--- config.mk ---
export PLATFORM = sky130hd
export DESIGN_NAME = uvlo_ramp_filter
export DESIGN_NICKNAME = d
export VERILOG_FILES = /design/src/rtl/uvlo_filt_pkg.sv /design/src/rtl/uvf_period_judge.sv /design/src/rtl/uvf_event_filter.sv /design/src/rtl/uvlo_ramp_filter.sv
export SDC_FILE = /design/constraint.sdc
export NUM_CORES = 1
export LEC_CHECK = 0
export ABC_CLOCK_PERIOD_IN_PS = 2500
export BUFFER_PORTS_ARGS = -buffer_cell sky130_fd_sc_hd__buf_2
export CAP_MARGIN = 0
export CORE_AREA = 2 2 39 41
export CTS_CLUSTER_SIZE = 12
export DETAILED_ROUTE_END_ITERATION = 10
export DIE_AREA = 0 0 41 43
export SKIP_LAST_GASP = 1
export SYNTH_ARGS = -nofsm -noshare
export SYNTH_HDL_FRONTEND = slang
export SYNTH_HIERARCHICAL = 1
export SYNTH_SLANG_ARGS = --single-unit
--- constraint.sdc ---
create_clock -name clk -period 2.5 [get_ports clk]
set_input_delay 0.375 -clock clk [delete_from_list [all_inputs] [get_ports clk]]
set_output_delay 0.375 -clock clk [all_outputs]
set_load 0.05 [all_outputs]
--- src/rtl/uvlo_filt_pkg.sv ---
package uvlo_filt_pkg;
    typedef enum logic {
        ST_LOCKOUT = 1'b0,
        ST_RUN     = 1'b1
    } uvf_state_e;

    localparam int unsigned UVF_CNT_W_DEFAULT = 3;
endpackage

--- src/rtl/uvf_period_judge.sv ---
module uvf_period_judge (
    input  logic clk,
    input  logic rst_n,
    input  logic osc_tick,
    input  logic ramp_done,
    output logic verdict_vld,
    output logic verdict_good
);
    typedef struct packed {
        logic armed;
        logic seen;
    } judge_t;

    judge_t j_d, j_q;

    always_comb begin
        j_d          = j_q;
        verdict_vld  = osc_tick & j_q.armed;
        verdict_good = j_q.seen;
        if (osc_tick) begin
            j_d.armed = 1'b1;
            j_d.seen  = 1'b0;
        end else if (ramp_done) begin
            j_d.seen = 1'b1;
        end
    end

    always_ff @(posedge clk) begin
        if (!rst_n) j_q <= '0;
        else        j_q <= j_d;
    end
endmodule

--- src/rtl/uvf_event_filter.sv ---
module uvf_event_filter #(
    parameter int unsigned CNT_W = 3
) (
    input  logic clk,
    input  logic rst_n,
    input  logic ev_vld,
    input  logic ev_qual,
    output logic trip
);
    localparam logic [CNT_W-1:0] THRESH = {CNT_W{1'b1}};
    localparam logic [CNT_W-1:0] ONE    = {{(CNT_W-1){1'b0}}, 1'b1};

    typedef struct packed {
        logic [CNT_W-1:0] cnt;
    } filt_t;

    filt_t f_d, f_q;

    always_comb begin
        f_d  = f_q;
        trip = ev_vld & ev_qual & (f_q.cnt == THRESH - ONE);
        if (trip) begin
            f_d.cnt = '0;
        end else if (ev_vld) begin
            if (ev_qual)            f_d.cnt = f_q.cnt + ONE;
            else if (f_q.cnt != '0) f_d.cnt = f_q.cnt - ONE;
        end
    end

    always_ff @(posedge clk) begin
        if (!rst_n) f_q <= '0;
        else        f_q <= f_d;
    end
endmodule

--- src/rtl/uvlo_ramp_filter.sv ---
module uvlo_ramp_filter
    import uvlo_filt_pkg::*;
#(
    parameter int unsigned CNT_W = UVF_CNT_W_DEFAULT
) (
    input  logic clk,
    input  logic rst_n,
    input  logic osc_tick,
    input  logic ramp_done,
    output logic power_good,
    output logic softstart_req,
    output logic gates_off
);
    typedef struct packed {
        uvf_state_e st;
        logic       ss;
        logic       goff;
    } ctl_t;

    ctl_t c_d, c_q;
    logic verdict_vld, verdict_good, qual, trip;

    uvf_period_judge u_judge (
        .clk          (clk),
        .rst_n        (rst_n),
        .osc_tick     (osc_tick),
        .ramp_done    (ramp_done),
        .verdict_vld  (verdict_vld),
        .verdict_good (verdict_good)
    );

    // qualifying period: good while locked out, bad while running
    assign qual = (c_q.st == ST_RUN) ? ~verdict_good : verdict_good;

    uvf_event_filter #(.CNT_W(CNT_W)) u_filt (
        .clk     (clk),
        .rst_n   (rst_n),
        .ev_vld  (verdict_vld),
        .ev_qual (qual),
        .trip    (trip)
    );

    always_comb begin
        c_d    = c_q;
        c_d.ss = 1'b0;
        if (trip) begin
            if (c_q.st == ST_LOCKOUT) begin
                c_d.st = ST_RUN;
                c_d.ss = 1'b1;
            end else begin
                c_d.st = ST_LOCKOUT;
            end
        end
        c_d.goff = (c_d.st == ST_LOCKOUT);
    end

    always_ff @(posedge clk) begin
        if (!rst_n) c_q <= '{st: ST_LOCKOUT, ss: 1'b0, goff: 1'b1};
        else        c_q <= c_d;
    end

    assign power_good    = (c_q.st == ST_RUN);
    assign softstart_req = c_q.ss;
    assign gates_off     = c_q.goff;
endmodule


==> metrics list, run 1 <==
- Prior to clock tree synthesis, the placed netlist has a worst setup slack of around 0.53 ns.
* Post-synthesis cell area: approximately 370 sq um
* Critical Path RT: about 2.7 ns
* Power density of the placed cells: between 500 and 600 nW/um^2
* Cells after DPL: slightly above 60
- The total overflow left after global routing is 0.
- The worst setup path is launched from a flop.
* Vias post-DR: roughly 290
* Die outline area: ~1800 sq um
* Sequential share of the synthesized area: a little over two fifths
- sky130_fd_sc_hd__dfxtp_1 is the most common cell in the netlist.
- Capturing point of the worst reg2reg path: u_filt/f_q[2]
- Dividing the detail-routed via count by the number of cells gives 4.52.
* Worst-skew pair later-pin latency: 0.24 ns
- Gates resized during post-CTS repair numbered 0.
- WL met3: roughly 16 um
- Of the available clock period, the critical path in the final layout requires about 79%.
* Share of the synthesized area in the top cell type: between 40 and 50%
- Total setup buffers inserted after CTS: 0
* Detailed placement HPWL: just under 500 um
* Design area: 439 sq um
- Number of synthesis warnings: 6
* Sink of the worst hold path: u_judge/verdict_good
- Top delay family on crit path: adder cells
- In this run the register-to-register setup slack is approximately 0.52 ns.
- Number of standard cells after synthesis: 40
* Net Count, Synth: 45
* Number of placement rows: 14
- Most area-consuming cells after synthesis: sky130_fd_sc_hd__dfxtp_1, sky130_fd_sc_hd__fa_1, sky130_fd_sc_hd__nor3_2
- Maximum buffer depth of the clock tree: 2
- For this block, the initial DRC count from the detailed router was 2.
- The tree is rooted in a sky130_fd_sc_hd__clkbuf_4.
- Width of the die: a little over 40 um
- Delay of the slowest critical-path stage: ~0.44 ns
- Headroom to the max-slew limit came out at between 70% and 80%.
- For this configuration, the core starts out at a cell density of a little over a quarter.
- Routability-driven placement finished with a final weighted congestion of 0.775.
* Number of stages on the worst hold path: 2
* Buffering stage count on the worst path with inverters included: 1
* Highest attainable clock frequency: roughly 500 MHz
- The post-route netlist has between 20% and 30% of its cells at a drive strength greater than 1.
- Number of global-route vias before repair: roughly 270
- RSZ-0062 raised after global routing: false
- Worst Slack Setup Final: 0.525 ns
- Type of the setup path with the least slack: flop to flop
- Static Leakage: around 0.19 nW
- At the end of the flow, the number of nets in the layout was 56.
- IR analysis of the VDD net gives a maximum drop of approximately 260 uV.
- Synthesis inferred 8 register bits.
- Post-DRT Antenna Nets: 0
- The worst hold path belongs to the class input port to flop.
- STA puts the critical path data arrival time at ~2.2 ns.
- Summed over all nets, wire length on met2 after detailed routing comes to a little over 300 um.
- Max Fanout on Critical Path: 7
* Detailed Route WL: approximately 600 um
- The run finished with clean final reports.
- TritonCTS clock tree: built
* Library cell contributing the largest single delay on the critical path: sky130_fd_sc_hd__fa_1
- Endpoints failing setup: 0
* Number of max-cap violations: 0
- The startpoint identified for the worst register-to-register timing path is power_good.
- ANT cells: 0
* Slew at the pin closest to its max-slew limit: around 0.40 ns
- The signal on the critical path passes through xor2_1 -> inv_1 -> fa_1 -> or2_1 -> o21ai_1 -> a21oi_1 -> nor3_2.
- Synth area leader: sky130_fd_sc_hd__dfxtp_1
- Quantity of hold-fixing buffers added after cts: 0
- Iteration count of the initial detailed-routing pass: 2
* Boundary Pins: 7
- The core region is 1380 sq um.
* Clock sink total: 8
- Number of port buffers: 6
- Total Power: 244 uW
* Max Transition Viols Final: 0
- Total global routing track utilization: between 8 and 9%
* Post-Route Skew: roughly 0.0017 ns
- Max layer used: met4
* Number of antenna violations at the first check in global routing: 0
* Share of synthesized registers carrying an async set or reset: 0%
* Dominant synthesized flop cell: sky130_fd_sc_hd__dfxtp_1
- Area growth syn-to-layout: 19.8%
- In this run, distinct cell masters in the synthesized netlist total 19.
* Final-report hold violation count: 0
- Clock edge transition at the registers on the reported setup and hold paths: 0.05 ns
- Top cells by count, synth: sky130_fd_sc_hd__dfxtp_1, sky130_fd_sc_hd__nand2_1, sky130_fd_sc_hd__a21oi_1, sky130_fd_sc_hd__and2_1, sky130_fd_sc_hd__nor2_1
* Routed metal-1 wirelength: roughly 260 um
* Cells on worst reg2reg path: 7
- Die height: 43 um
- In this run the number of H-tree levels came out at 1.
* Finished Layout Cells: 65
- Buffers inserted during clock tree synthesis total 3.
- Instance area at placement: 417 sq um
* Critical path capture point type: flop
- Entering global routing, the biggest net connects 8 pins.
- Final routed wire length divided by cell count: a little over 9 um
- Average cell area after synthesis: slightly above 9 sq um
- The first global-routing pass estimated between 1000 and 1500 um of wire.
- The smallest clock period supported by the final layout is computed as 1.98 ns.
- After detailed routing, the number of remaining DRC violations is 0.
* Hold path startpoint: osc_tick
- Number of synthesized flops with an enable pin: 0
* Final sum of negative setup slack: 0 ns
==> power by group <==
part	switching (mW)	internal (mW)
clock network	0.0384	0.0546
registers	0.00257	0.131
logic	0.00938	0.00859
total	0.0504	0.194
==> cell families (layout without fill, tap and decap cells) <==
group	count (synthesis)	in the layout	synth area share [%]
simple gates	22	22	34.8
xor+xnor	2	2	4.78
buf+inv	1	10	1.02
flops	8	8	43.7
mux	1	1	2.73
compound gates	5	5	7.51
fa+ha+maj	1	1	5.46
==> cells in the final DEF (no fill, tap or decap), types with 2 or more instances in the layout <==
cell type and count:
sky130_fd_sc_hd__dfxtp_1 8, sky130_fd_sc_hd__buf_2 6, sky130_fd_sc_hd__nand2_1 5, sky130_fd_sc_hd__and2_1 3, sky130_fd_sc_hd__nor2_1 3, sky130_fd_sc_hd__clkbuf_4 3
sky130_fd_sc_hd__a21oi_1 3, sky130_fd_sc_hd__xor2_1 2, sky130_fd_sc_hd__nor3_2 2, sky130_fd_sc_hd__or3_1 2, sky130_fd_sc_hd__nand3_1 2
==> area by class of cell <==
type | instances | area, sq um
fill | 161 | 945
multi-input combinational | 31 | 203
sequential | 8 | 160
timing repair buffer | 6 | 30.0
clock buffer | 3 | 22.5
tap | 16 | 20.0
inverter | 1 | 3.75
==> per-stage QoR <==
step / hold WS [ns] / util (%)
after floorplan: 0.432 / -
after global placement: 0.438 / 30.1
after detailed placement: 0.454 / 30.1
after CTS: 0.318 / 31.7
after global routing: 0.318 / 31.7
final: 0.328 / 31.7
==> how the worst max path moves through the flow <==
stage | startpoint | endpoint | slack (ns) | depth (start not counted)
5_1_grt | power_good | u_filt/f_q[2] | 0.38 | 7
6_report | power_good | u_filt/f_q[2] | 0.52 | 7
4_1_cts | power_good | u_filt/f_q[2] | 0.52 | 7
2_1_floorplan | power_good | u_filt/f_q[2] | 0.32 | 7
3_3_place_gp | power_good | u_filt/f_q[2] | 0.59 | 7
3_5_place_dp | power_good | u_filt/f_q[2] | 0.53 | 7
==> layer usage <==
layer | track usage (%) | up-vias
met5 | 0 | -
met4 | 10.0 | 0
met3 | 1.57 | 2
met2 | 12.8 | 3
met1 | 9.54 | 136
li1 | - | 153
==> state kept, by name, summed over array words and instances, names as in the netlist <==
register              flops
gates_off                 1
softstart_req             1
u_judge/verdict_good      1
u_judge/j_q               1
power_good                1
u_filt/f_q                3
No activity file was read; power rests on OpenSTA's default activity.
==> run 2: changes to the inputs <==
--- a/config.mk
+++ b/config.mk
@@ -5,7 +5,7 @@
 export SDC_FILE = /design/constraint.sdc
 export NUM_CORES = 1
 export LEC_CHECK = 0
-export ABC_CLOCK_PERIOD_IN_PS = 2500
+export ABC_CLOCK_PERIOD_IN_PS = 1700
 export BUFFER_PORTS_ARGS = -buffer_cell sky130_fd_sc_hd__buf_2
 export CAP_MARGIN = 0
 export CORE_AREA = 2 2 39 41
==> constraint.sdc (replaced) <==
create_clock -name clk -period 1.7 [get_ports clk]
set_input_delay 0.255 -clock clk [delete_from_list [all_inputs] [get_ports clk]]
set_output_delay 0.255 -clock clk [all_outputs]
set_load 0.05 [all_outputs]
==> run 2 against run 1 <==
Die area unchanged. Routed wire length is 2.3% lower. Power rose by 57%. Sequential share of layout area down 1.8 points. Combinational power grew 66%. Clock skew is 0.0031 ns higher. Cell count up 3.1%.
==> metrics list, run 2 (synthesized netlist as in run 1, its figures left out) <==
* Largest net degree at the start of global routing: 8
- Post-place setup slack: 0.0646 ns
- Setup slack closes at 0.119 ns.
- 7 I/O pins were placed.
- Switching component of the power: approximately 88 uW
- Cells on worst reg2reg path: 7
- The worst setup path is launched from a flop.
* Capturing point of the worst reg2reg path: u_filt/f_q[2]
* DRC errors left: 0
- Summed over all layers, the routed wires come to approximately 600 um.
- Relative contribution of the clock network to total power: approximately 41%
* Delay of the slowest critical-path stage: between 0.3 and 0.4 ns
- Number of max-cap violations: 0
- Detailed placement finished with a half-perimeter wire length of 457 um.
* Max Transition Viols Final: 0
- Along the worst path, the maximum fanout reaches 4.
- Initial Utilization: roughly a quarter
* Part of the power in registers: roughly half
- Shortest period the worst path allows: approximately 1.6 ns
* Met3 track utilization from global routing: 6.28%
* Internal power of the cells: around 300 uW
- Post-Route Skew: approximately 0.0048 ns
- After routing, the total negative slack on setup checks comes to 0 ns.
- TritonCTS built the clock tree.
- The share of total power dissipated in combinational logic is under 10%.
- The count of cells in the finished layout, fillers not included, comes to 67.
* Switching share of power: 22.9%
- Vias post-DR: between 200 and 300
- Compared with the post-synthesis result, the final layout area differs by 30.0%.
- Worst min-delay path category: input port to flop
* Type of the setup path with the least slack: flop to flop
- Crit share post-route: approximately 93%
* Clock sink total: 8
* Power density of the placed cells: between 800 and 900 nW/um^2
- After global routing, the most crowded layer is met2.
- Across every metal layer, demand over resource in global routing totals about a tenth.
* Worst R2R Setup Slack: ~0.12 ns
- Cells after DPL: 63
- Sink of the worst hold path: u_judge/verdict_good
* Static Leakage: 0.194 nW
- Library cell contributing the largest single delay on the critical path: sky130_fd_sc_hd__dfxtp_4
* Number of port buffers: 6
- Ranked by flip-flop count, first place goes to u_filt/f_q.
- The startpoint identified for the worst register-to-register timing path is power_good.
- In this run the number of H-tree levels came out at 1.
- RSZ-0062 raised after global routing: false
- Clock Tree Root: sky130_fd_sc_hd__clkbuf_4
- Post-DRT Antenna Nets: 0
* Number of placement rows: 14
* CTS Buf Count: 3
* Final-stage net count: 57
* Number of stages on the worst hold path: 2
- For this design, the CTS-stage hold fixing added 0 buffers.
- Maximum buffer depth of the clock tree: 2
* Die outline area: ~1800 sq um
* Fraction of final layout cells with drive strength greater than 1: 35.3%
- Global routing used between 10% and 20% of the available met1 tracks.
* FILL cells: 149
- In this run the most critical hold path is launched from osc_tick.
- In the routed layout, each cell is associated on average with a via count of 4.45.
* Critical Path RT: 1.88 ns
- Buffering stage count on the worst path with inverters included: 1
- The detailed router finished its first iteration with 2 violations.
- Global routing finished with a remaining overflow of 0.
- Clock edge transition at the registers on the reported setup and hold paths: 0.06 ns
* Number of flip-flops under the largest register name: 3
- The run finished with clean final reports.
* Worst IR Drop VDD: 498 uV
* CP cell instances: xor2_4 -> inv_2 -> fa_2 -> or2_1 -> o21ai_1 -> a21oi_1 -> nor3_2
* ANT cells: 0
- GR Util met2: about 13%
- Worst-skew pair later-pin latency: ~0.26 ns
- In the final routed layout, each cell accounts on average for 8.72 um.
- For this run, the top clock speed supported by timing is 633 MHz.
- The final hold violation count was 0.
- The congestion estimate from routability-driven global placement came to between 0.7 and 0.8.
- Critical path capture point type: flop
- In this run the horizontal extent of the chip is between 40 and 50 um.
- Top delay family on crit path: flip-flops
- Headroom to the max-slew limit came out at between 80% and 90%.
- Global-route wire length before repair: between 1000 and 1500 um
- Slew at the pin closest to its max-slew limit: between 0.2 and 0.25 ns
- Data arrives at the worst endpoint at 1.76 ns.
* Die height: about 43 um
* Endpoints failing setup: 0
- In the layout the commonest cells are sky130_fd_sc_hd__dfxtp_1, sky130_fd_sc_hd__buf_2, sky130_fd_sc_hd__nand2_1.
- Number of antenna violations at the first check in global routing: 0
- Number of global-route vias before repair: 267
- Area of the placeable core: about 1400 sq um
* Iteration count of the initial detailed-routing pass: 2
-- run 2: changes by cell type in the layout (fill, tap and decap cells not counted), sizes merged --
cell,change
clkbuf,+1
buf,+1
-- run 2: worst max path at each step --
stage                               from             to  slack (ns)  cells past startpoint
global placement    u_judge/verdict_good  u_filt/f_q[2]        0.09                      7
finish                        power_good  u_filt/f_q[2]        0.12                      7
detailed placement  u_judge/verdict_good  u_filt/f_q[2]        0.06                      7
floorplan                     power_good  u_filt/f_q[2]        0.04                      7
CTS                 u_judge/verdict_good  u_filt/f_q[2]        0.05                      7
global route                  power_good  u_filt/f_q[2]        0.01                      7
-- run 2: final cells by class --
class / count / area, sq um / area share (%)
multi-input cells: 31 / 224 / 47.0
inverters: 1 / 3.75 / 0.787
flip-flops and latches: 8 / 165 / 34.6
well taps: 16 / 20.0 / 4.20
repair buffers: 7 / 37.5 / 7.87
clock buffers: 4 / 26.3 / 5.51
-- run 2: worst reg2reg max path, stage by stage, from the launching register on --
cell and delay [ns]:
sky130_fd_sc_hd__dfxtp_4 0.38, sky130_fd_sc_hd__xor2_4 0.16, sky130_fd_sc_hd__inv_2 0.05, sky130_fd_sc_hd__fa_2 0.33, sky130_fd_sc_hd__or2_1 0.24, sky130_fd_sc_hd__o21ai_1 0.12
sky130_fd_sc_hd__a21oi_1 0.08, sky130_fd_sc_hd__nor3_2 0.14
-- run 2: power groups by stage --
stage	logic, mW	registers [mW]	clock network, mW
6_report	0.0299	0.195	0.159
5_1_grt	0.0347	0.196	0.179
4_1_cts	0.0303	0.195	0.170
3_5_place_dp	0.0301	0.199	0
3_3_place_gp	0.0296	0.199	0
2_1_floorplan	0.0199	0.199	0
-- run 2: routing by layer --
metal,routed length (um),share of wire [%]
met1,254,43
met2,281,48
met3,40,6.8
met4,8,1.4
met5,0,0
-- run 2: metrics by stage --
stage / power (mW) / instance area (sq um) / hold WS [ns] / utilization, %
2_1_floorplan: 0.218 / 392 / 0.317 / -
3_3_place_gp: 0.229 / 449 / 0.439 / 32.5
3_5_place_dp: 0.229 / 449 / 0.444 / 32.5
4_1_cts: 0.395 / 475 / 0.171 / 34.4
5_1_grt: 0.410 / 477 / 0.170 / 34.4
6_report: 0.384 / 477 / 0.181 / 34.4
-- run 2: repair_timing --
action	4_1_cts	5_1_grt
gates resized for setup	0	1
setup endpoints to repair	0	1
buffers inserted	0	0
